## config.mk

```make
export PLATFORM = sky130hd
export DESIGN_NAME = sync_hunt_rx
export DESIGN_NICKNAME = d
export VERILOG_FILES = /design/src/rtl/sync_hunt_rx_pkg.sv /design/src/rtl/sync_hunt_rx_shift.sv /design/src/rtl/sync_hunt_rx_seq.sv /design/src/rtl/sync_hunt_rx_regs.sv /design/src/rtl/sync_hunt_rx.sv
export SDC_FILE = /design/constraint.sdc
export NUM_CORES = 1
export LEC_CHECK = 0
export ABC_CLOCK_PERIOD_IN_PS = 3200
export CAP_MARGIN = 20
export CORE_MARGIN = 2
export CORE_UTILIZATION = 50
export DETAILED_ROUTE_END_ITERATION = 7
export PLACE_DENSITY = 0.81
export SKIP_LAST_GASP = 1
export SYNTH_ARGS = -nofsm -noshare
export SYNTH_HDL_FRONTEND = slang
export SYNTH_SLANG_ARGS = --single-unit
```

## constraint.sdc

```tcl
create_clock -name clk -period 3.2 [get_ports clk]
set_input_delay 0.64 -clock clk [delete_from_list [all_inputs] [get_ports clk]]
set_output_delay 0.64 -clock clk [all_outputs]
set_load 0.01 [all_outputs]
```

## src/rtl/sync_hunt_rx_pkg.sv

```systemverilog
package sync_hunt_rx_pkg;
   typedef enum logic [1:0] {
      ST_HUNT1  = 2'd0,
      ST_HUNT2  = 2'd1,
      ST_LOCKED = 2'd2
   } rx_state_e;

   localparam int CMD_EN   = 0;
   localparam int CMD_HUNT = 1;
   localparam int CMD_ERR  = 2;

   localparam int STB_RDY  = 0;
   localparam int STB_PE   = 1;
   localparam int STB_OE   = 2;
   localparam int STB_SYN  = 3;
endpackage

```

## src/rtl/sync_hunt_rx_shift.sv

```systemverilog
module sync_hunt_rx_shift #(
   parameter int FRAME_W = 9
) (
   input  logic               clk,
   input  logic               rst_n,
   input  logic               rxc,
   input  logic               rxd,
   input  logic               enable,
   input  logic               clear,
   output logic               bit_tick,
   output logic [FRAME_W-1:0] win_next
);
   logic               rxc_q;
   logic [FRAME_W-1:0] win_q;

   assign bit_tick = rxc & ~rxc_q & enable;
   assign win_next = {rxd, win_q[FRAME_W-1:1]};

   always_ff @(posedge clk or negedge rst_n) begin
      if (!rst_n) begin
         rxc_q <= 1'b0;
         win_q <= '0;
      end else begin
         rxc_q <= rxc;
         if (clear)
            win_q <= '0;
         else if (bit_tick)
            win_q <= win_next;
      end
   end
endmodule

```

## src/rtl/sync_hunt_rx_seq.sv

```systemverilog
module sync_hunt_rx_seq
   import sync_hunt_rx_pkg::*;
#(
   parameter int MIN_LEN    = 5,
   parameter int MAX_LEN    = 8,
   parameter int LEN_CODE_W = 2,
   parameter int FRAME_W    = MAX_LEN + 1,
   parameter int CNT_W      = $clog2(FRAME_W + 1)
) (
   input  logic                  clk,
   input  logic                  rst_n,
   input  logic                  bit_tick,
   input  logic [FRAME_W-1:0]    win_next,
   input  logic [LEN_CODE_W-1:0] len_code,
   input  logic                  par_en,
   input  logic                  par_odd,
   input  logic                  ext_mode,
   input  logic                  two_sync,
   input  logic                  ext_sync_in,
   input  logic [MAX_LEN-1:0]    sync1,
   input  logic [MAX_LEN-1:0]    sync2,
   input  logic                  hunt_req,
   output logic                  hunting,
   output logic                  sync_found,
   output logic                  done,
   output logic [MAX_LEN-1:0]    rx_data,
   output logic                  par_bad
);
   rx_state_e          state_q, state_d;
   logic [CNT_W-1:0]   cnt_q, cnt_d;
   logic [CNT_W-1:0]   dlen, flen;
   logic [MAX_LEN-1:0] mask;
   logic [FRAME_W-1:0] aligned, exp1, exp2;
   logic               last_bit;

   assign dlen = CNT_W'(MIN_LEN) + CNT_W'(len_code);
   assign flen = dlen + CNT_W'(par_en);

   for (genvar i = 0; i < MAX_LEN; i++) begin : g_mask
      assign mask[i] = (CNT_W'(i) < dlen);
   end

   function automatic logic [FRAME_W-1:0] frame_of(
      input logic [MAX_LEN-1:0] ch, input logic [MAX_LEN-1:0] m,
      input logic [CNT_W-1:0] dl, input logic pen, input logic odd);
      logic [MAX_LEN-1:0] d;
      logic [FRAME_W-1:0] f;
      d = ch & m;
      f = FRAME_W'(d);
      if (pen) f[dl] = (^d) ^ odd;
      return f;
   endfunction

   assign aligned  = win_next >> (CNT_W'(FRAME_W) - flen);
   assign exp1     = frame_of(sync1, mask, dlen, par_en, par_odd);
   assign exp2     = frame_of(sync2, mask, dlen, par_en, par_odd);
   assign last_bit = (cnt_q == flen - CNT_W'(1));
   assign rx_data  = aligned[MAX_LEN-1:0] & mask;
   assign par_bad  = par_en & (aligned[dlen] != ((^rx_data) ^ par_odd));
   assign hunting  = (state_q != ST_LOCKED);

   always_comb begin
      state_d    = state_q;
      cnt_d      = cnt_q;
      done       = 1'b0;
      sync_found = 1'b0;
      if (hunt_req) begin
         state_d = ST_HUNT1;
         cnt_d   = '0;
      end else if (bit_tick) begin
         unique case (state_q)
            ST_HUNT1: begin
               cnt_d = '0;
               if (ext_mode) begin
                  if (ext_sync_in) begin
                     state_d    = ST_LOCKED;
                     sync_found = 1'b1;
                  end
               end else if (aligned == exp1) begin
                  if (two_sync) begin
                     state_d = ST_HUNT2;
                  end else begin
                     state_d    = ST_LOCKED;
                     sync_found = 1'b1;
                  end
               end
            end
            ST_HUNT2: begin
               if (last_bit) begin
                  cnt_d = '0;
                  if (aligned == exp2) begin
                     state_d    = ST_LOCKED;
                     sync_found = 1'b1;
                  end else begin
                     state_d = ST_HUNT1;
                  end
               end else begin
                  cnt_d = cnt_q + CNT_W'(1);
               end
            end
            ST_LOCKED: begin
               if (last_bit) begin
                  done  = 1'b1;
                  cnt_d = '0;
               end else begin
                  cnt_d = cnt_q + CNT_W'(1);
               end
            end
            default: state_d = ST_HUNT1;
         endcase
      end
   end

   always_ff @(posedge clk or negedge rst_n) begin
      if (!rst_n) begin
         state_q <= ST_HUNT1;
         cnt_q   <= '0;
      end else begin
         state_q <= state_d;
         cnt_q   <= cnt_d;
      end
   end
endmodule

```

## src/rtl/sync_hunt_rx_regs.sv

```systemverilog
module sync_hunt_rx_regs
   import sync_hunt_rx_pkg::*;
#(
   parameter int MAX_LEN = 8,
   parameter int BUS_W   = 8
) (
   input  logic               clk,
   input  logic               rst_n,
   input  logic               rd,
   input  logic               wr,
   input  logic               cd,
   input  logic [BUS_W-1:0]   din,
   input  logic               done,
   input  logic [MAX_LEN-1:0] rx_data,
   input  logic               par_bad,
   input  logic               sync_found,
   input  logic               ext_mode,
   output logic [BUS_W-1:0]   dout,
   output logic               rxrdy,
   output logic               rx_en,
   output logic               hunt_req,
   output logic               syndet_out,
   output logic               st_oe,
   output logic               st_syn
);
   logic               cmd_wr, err_clr, data_rd, stat_rd, st_pe;
   logic [MAX_LEN-1:0] data_q;
   logic [BUS_W-1:0]   status;

   assign cmd_wr   = wr & cd;
   assign hunt_req = cmd_wr & din[CMD_HUNT];
   assign err_clr  = cmd_wr & din[CMD_ERR];
   assign data_rd  = rd & ~cd;
   assign stat_rd  = rd & cd;

   always_ff @(posedge clk or negedge rst_n) begin
      if (!rst_n) begin
         rx_en  <= 1'b0;
         data_q <= '0;
         rxrdy  <= 1'b0;
         st_pe  <= 1'b0;
         st_oe  <= 1'b0;
         st_syn <= 1'b0;
      end else begin
         if (cmd_wr) rx_en <= din[CMD_EN];
         if (done) data_q <= rx_data;

         if (done) rxrdy <= 1'b1;
         else if (data_rd) rxrdy <= 1'b0;

         if (done && rxrdy && !data_rd) st_oe <= 1'b1;
         else if (err_clr) st_oe <= 1'b0;

         if (done && par_bad) st_pe <= 1'b1;
         else if (err_clr) st_pe <= 1'b0;

         if (sync_found) st_syn <= 1'b1;
         else if (stat_rd || hunt_req) st_syn <= 1'b0;
      end
   end

   always_comb begin
      status          = '0;
      status[STB_RDY] = rxrdy;
      status[STB_PE]  = st_pe;
      status[STB_OE]  = st_oe;
      status[STB_SYN] = st_syn;
   end

   assign dout       = cd ? status : BUS_W'(data_q);
   assign syndet_out = st_syn & ~ext_mode;
endmodule

```

## src/rtl/sync_hunt_rx.sv

```systemverilog
module sync_hunt_rx #(
   parameter int MIN_LEN    = 5,
   parameter int MAX_LEN    = 8,
   parameter int BUS_W      = 8,
   parameter int LEN_CODE_W = $clog2(MAX_LEN - MIN_LEN + 1),
   parameter int FRAME_W    = MAX_LEN + 1
) (
   input  logic                  clk,
   input  logic                  rst_n,
   input  logic                  rxc,
   input  logic                  rxd,
   input  logic                  syndet_in,
   output logic                  syndet_out,
   input  logic                  rd,
   input  logic                  wr,
   input  logic                  cd,
   input  logic [BUS_W-1:0]      din,
   output logic [BUS_W-1:0]      dout,
   output logic                  rxrdy,
   input  logic [LEN_CODE_W-1:0] cfg_len,
   input  logic                  cfg_par_en,
   input  logic                  cfg_par_odd,
   input  logic                  cfg_ext_sync,
   input  logic                  cfg_two_sync,
   input  logic [MAX_LEN-1:0]    cfg_sync1,
   input  logic [MAX_LEN-1:0]    cfg_sync2
);
   if (MIN_LEN < 1 || MAX_LEN < MIN_LEN) begin : g_bad_len
      $error("sync_hunt_rx: character length range is invalid");
   end
   if (BUS_W < MAX_LEN || BUS_W < 4) begin : g_bad_bus
      $error("sync_hunt_rx: bus narrower than character or status");
   end
   if (FRAME_W != MAX_LEN + 1) begin : g_bad_frame
      $error("sync_hunt_rx: frame width must be MAX_LEN + 1");
   end

   logic               bit_tick, hunt_req, rx_en, hunting, sync_found, done, par_bad;
   logic               st_oe, st_syn;
   logic [FRAME_W-1:0] win_next;
   logic [MAX_LEN-1:0] rx_data;

   sync_hunt_rx_shift #(.FRAME_W(FRAME_W)) u_shift (
      .clk(clk), .rst_n(rst_n), .rxc(rxc), .rxd(rxd), .enable(rx_en),
      .clear(hunt_req), .bit_tick(bit_tick), .win_next(win_next)
   );

   sync_hunt_rx_seq #(
      .MIN_LEN(MIN_LEN), .MAX_LEN(MAX_LEN), .LEN_CODE_W(LEN_CODE_W), .FRAME_W(FRAME_W)
   ) u_seq (
      .clk(clk), .rst_n(rst_n), .bit_tick(bit_tick), .win_next(win_next),
      .len_code(cfg_len), .par_en(cfg_par_en), .par_odd(cfg_par_odd),
      .ext_mode(cfg_ext_sync), .two_sync(cfg_two_sync), .ext_sync_in(syndet_in),
      .sync1(cfg_sync1), .sync2(cfg_sync2), .hunt_req(hunt_req), .hunting(hunting),
      .sync_found(sync_found), .done(done), .rx_data(rx_data), .par_bad(par_bad)
   );

   sync_hunt_rx_regs #(.MAX_LEN(MAX_LEN), .BUS_W(BUS_W)) u_regs (
      .clk(clk), .rst_n(rst_n), .rd(rd), .wr(wr), .cd(cd), .din(din),
      .done(done), .rx_data(rx_data), .par_bad(par_bad), .sync_found(sync_found),
      .ext_mode(cfg_ext_sync), .dout(dout), .rxrdy(rxrdy), .rx_en(rx_en),
      .hunt_req(hunt_req), .syndet_out(syndet_out), .st_oe(st_oe), .st_syn(st_syn)
   );
endmodule

```

==> results <==
- The startpoint of the worst register-to-register path is u_shift.win_q[3].
- The critical path endpoint category is a flop.
- The net count of the finished layout is 500.
- Clock skew on the completed layout was measured at between 0.009 and 0.01 ns.
- The min-delay analysis places its worst path in the category reg -> reg.
- The category of the worst setup path launch point is an input port.
- The total overflow reported by the global router is 0.
- Excluding fillers, the count of instances in the completed layout stands at between 500 and 600.
- Counting tap cells, the placed design contains a total of about 500 instances.
- The arrival time of data at the critical path endpoint is a little under 4 ns.
- Port buffering added 42 buffers.
- The number of hold violations in the final report is 0.
- For hold timing, the worst endpoint is u_regs.data_q[6].
- The transition time at the pin with the least slew margin is between 0.4 and 0.5 ns.
- The first TritonRoute pass finished after 5 iterations.
- Synthesis handed over a netlist of approximately 330 instances.
- In the global route stage, overall resource usage came out at between 20 and 30%.
- Yosys mapped the design onto 65 distinct sky130hd cell types.
- The tool flagged a number of max-cap violations equal to 0.
- The share of flip-flops with an asynchronous set or reset after synthesis is between 90% and 100%.
- The commonest non-fill, non-tap cell in the layout is sky130_fd_sc_hd__buf_4.
- The number of antenna violations at the first check in global routing is 0.
- Setup violations remaining at the end of the flow were counted as 4.
- The share of cells above drive strength 1 is about 33%.
- The static leakage is approximately 1.8 nW.
- Dividing the detail-routed wire length by the instance count gives 18.3 um.
- The post-detailed-routing wire length is between 9 and 10 mm.
- At the later pin of the worst-skew pair, clock insertion delay measures 0.29 ns.
- The area inside the core boundary is approximately 5500 um2.
- The count of fill cells added during filler insertion is ~370.
- The start-to-end type of the worst setup path is in -> reg.
- The relative max-transition margin is between 60% and 70%.
- For the finished layout, the period the worst path requires is 3.66 ns.
- The flow ran to the end, but the final reports show violations.
- The layout overhead on the synthesized area is 48.7%.
- The startpoint of the worst hold path is u_regs.data_q[6].
- The number of buffers between clock root and the deepest sink is 2.
- The final reports fail on negative setup slack.
- Counting every net in the synthesized netlist gives 379.
- After layout, the worst setup slack is -0.459 ns.
- The final count of pins violating max slew is 0.
- The most used flip-flop cell after synthesis is sky130_fd_sc_hd__dfrtp_1.
- Summing every instance area after synthesis gives 2860 um2.
- The mean cell area of the mapped netlist is ~9 um2.
- The number of global-route vias before repair is 3,083.
- Counting flops with a built-in enable in the synthesized netlist gives 0.
- The endpoint identified for the worst register-to-register timing path is u_seq.state_q[0].
- The first global-routing pass estimated around 14 mm of wire.
- The upper clock frequency limit is around 270 MHz.
- The clock drives 28 sinks.
- The die outline height is around 80 um.
- Prior to clock tree synthesis, the placed netlist has a worst setup slack of -1.11 ns.
- The power density over the cells is between 300 and 400 nW/um2.
- After detailed routing, the number of vias per cell comes to about 5.8.
- 0 antenna diodes ended up in the layout.
- The residual DRC count is 0.
- In this run the remaining antenna-violating nets after routing total 0.
- The share of the Yosys chip area taken by registers is between 20% and 30%.
- The setup slack of the worst register-to-register path is 0.46 ns.
- Counting the buffers created by CTS gives 3.
- The largest driver fanout on the critical path is 6.
- Dividing the final minimum period by the clock period gives 114%.
- Once the floorplan was initialized, standard cells occupied 51.9% of the core.
- Detailed placement finished with a half-perimeter wire length of between 7 and 8 mm.
- The worst hold path was traced through 2 stages.
- Setup repair after global routing could not meet its margin everywhere.
- The length in cells of the worst reg-to-reg path is 8.
- Across all layers, the routed design uses slightly above 3,000 vias.
- The initialized floorplan defines 27 standard-cell rows.
- The summed negative setup slack over all endpoints is -1.58 ns.
- The maximum level of the CTS H-tree is 1.
- The die footprint is about 6300 um2.
- Pin placement for this block handled 48 I/O pins.
- Data on the critical path is required at its endpoint by about 3.4 ns.
- The TritonCTS clock tree is built.
- The detailed router finished its first iteration with between 300 and 400 violations.
- At the end of routability-driven placement, the weighted congestion stood at between 0.9 and 1.
- The worst-case IR drop observed on VDD is around 0.32 mV.
- The number of storage elements in the synthesis netlist is 28.
- The clock transition time at the flip-flop clock pins of the worst setup and hold paths is 0.10 ns.
- The largest net degree at the start of global routing is 29.
- The root buffer cell is sky130_fd_sc_hd__clkbuf_8.
- The die is between 70 and 80 um wide.
- The count of synthesis-stage warnings from yosys is 0.
- In the layout the commonest cells are sky130_fd_sc_hd__buf_4 (81), sky130_fd_sc_hd__nand2_1 (52), sky130_fd_sc_hd__clkdlybuf4s50_1 (39).
kinds of logic (layout without fill, tap and decap cells):
family,Yosys count,after routing,synth area share (%)
flip-flops,28,28,24.5
XOR/XNOR,44,44,14.5
AO/OA/AOI/OAI,73,73,17.7
AND/OR/NAND/NOR,112,112,18.9
multiplexers,31,31,14.1
adder cells (fa/ha/maj),15,15,6.83
buffers and inverters,23,143,3.50
how the worst max path moves through the flow:
stage	startpoint	cells past startpoint	slack, ns	endpoint
CTS	cfg_len[0]	14	-0.41	u_seq.state_q[0]
global placement	cfg_len[0]	15	-1.02	u_seq.state_q[0]
detailed placement	cfg_len[0]	15	-1.11	u_seq.state_q[0]
global route	cfg_len[0]	14	-0.56	u_seq.state_q[0]
finish	cfg_len[0]	14	-0.46	u_seq.state_q[0]
floorplan	cfg_len[0]	13	-0.58	u_seq.state_q[0]
synth_stat cells (all sizes together), types with 3 or more instances:
cell type | count | area, um2
nand2 | 52 | 195
xnor2 | 29 | 262
dfrtp | 28 | 701
o21ai | 24 | 120
nor2 | 19 | 73.8
ha | 14 | 175
mux2 | 14 | 158
xor2 | 14 | 130
a21oi | 12 | 60.1
mux2i | 11 | 110
nor2b | 9 | 56.3
clkbuf | 8 | 30.0
inv | 8 | 30.0
nand3 | 8 | 45.0
mux4 | 6 | 135
buf | 5 | 32.5
nand4 | 4 | 25.0
o22ai | 4 | 25.0
a22o | 3 | 26.3
a22oi | 3 | 22.5
a31oi | 3 | 18.8
and3 | 3 | 18.8
nand2b | 3 | 18.8
repair_timing:
| item | CTS | global route |
|---|---|---|
| buffers inserted | 6 | 4 |
| resized for setup | 22 | 23 |
| setup endpoints to repair | 18 | 16 |
| gates cloned | 0 | 1 |
| hold buffers | 0 | 0 |
| pin swaps | 10 | 16 |
| hold endpoints to repair | 0 | 0 |
final cells by class:
type / instances / area (um2) / area share, %
clock buffer: 4 / 55.1 / 1.29
inverter: 10 / 48.8 / 1.15
timing repair buffer: 129 / 1090 / 25.8
tap: 72 / 90.1 / 2.12
multi-input combinational: 275 / 2260 / 53.2
sequential: 28 / 701 / 16.5
stage by stage:
| step | power (mW) | cell area (um2) | hold WS (ns) | util (%) |
|---|---|---|---|---|
| 3_3_place_gp | 1.14 | 3970 | 0.457 | 72.1 |
| 3_5_place_dp | 1.17 | 3970 | 0.478 | 72.1 |
| 2_1_floorplan | 0.866 | 2950 | 0.344 | - |
| 6_report | 1.52 | 4250 | 0.500 | 77.2 |
| 5_1_grt | 1.60 | 4250 | 0.527 | 77.2 |
| 4_1_cts | 1.44 | 4120 | 0.500 | 74.7 |
routing by layer:
| layer | up-vias | share of wire (%) | global-route usage (%) |
|---|---|---|---|
| met1 | 1444 | 41 | 36.0 |
| met4 | 0 | 3.7 | 10.0 |
| met5 | - | 0 | 0 |
| met2 | 128 | 50 | 51.7 |
| li1 | 1412 | - | - |
| met3 | 33 | 5.3 | 3.96 |
flip-flops by register name, summed over array words and instances, names as in the netlist:
signal / flops
u_shift.win_q: 8
u_seq.cnt_q: 4
u_regs.st_syn: 1
u_regs.rx_en: 1
u_regs.st_oe: 1
u_regs.st_pe: 1
u_regs.data_q: 8
u_seq.state_q: 2
u_regs.rxrdy: 1
u_shift.rxc_q: 1
power by group:
| group | leakage (nW) | total (mW) | switching, mW | internal, mW |
|---|---|---|---|---|
| clock network | 0.0288 | 0.226 | 0.115 | 0.111 |
| logic | 1.42 | 0.887 | 0.433 | 0.454 |
| registers | 0.384 | 0.407 | 0.0305 | 0.377 |
| total | 1.83 | 1.52 | 0.579 | 0.941 |
worst max-delay path: stages:
cell	delay, ns
sky130_fd_sc_hd__buf_8	0.08
sky130_fd_sc_hd__clkinvlp_4	0.09
sky130_fd_sc_hd__ha_4	0.17
sky130_fd_sc_hd__fa_2	0.59
sky130_fd_sc_hd__clkinv_4	0.07
sky130_fd_sc_hd__ha_4	0.17
sky130_fd_sc_hd__xnor2_4	0.25
sky130_fd_sc_hd__o2111a_1	0.30
sky130_fd_sc_hd__xnor2_1	0.09
sky130_fd_sc_hd__a221oi_1	0.34
sky130_fd_sc_hd__nand4_1	0.19
sky130_fd_sc_hd__o311a_4	0.40
sky130_fd_sc_hd__or3_4	0.37
sky130_fd_sc_hd__a21oi_2	0.12
(Power assumes the default switching activity.)
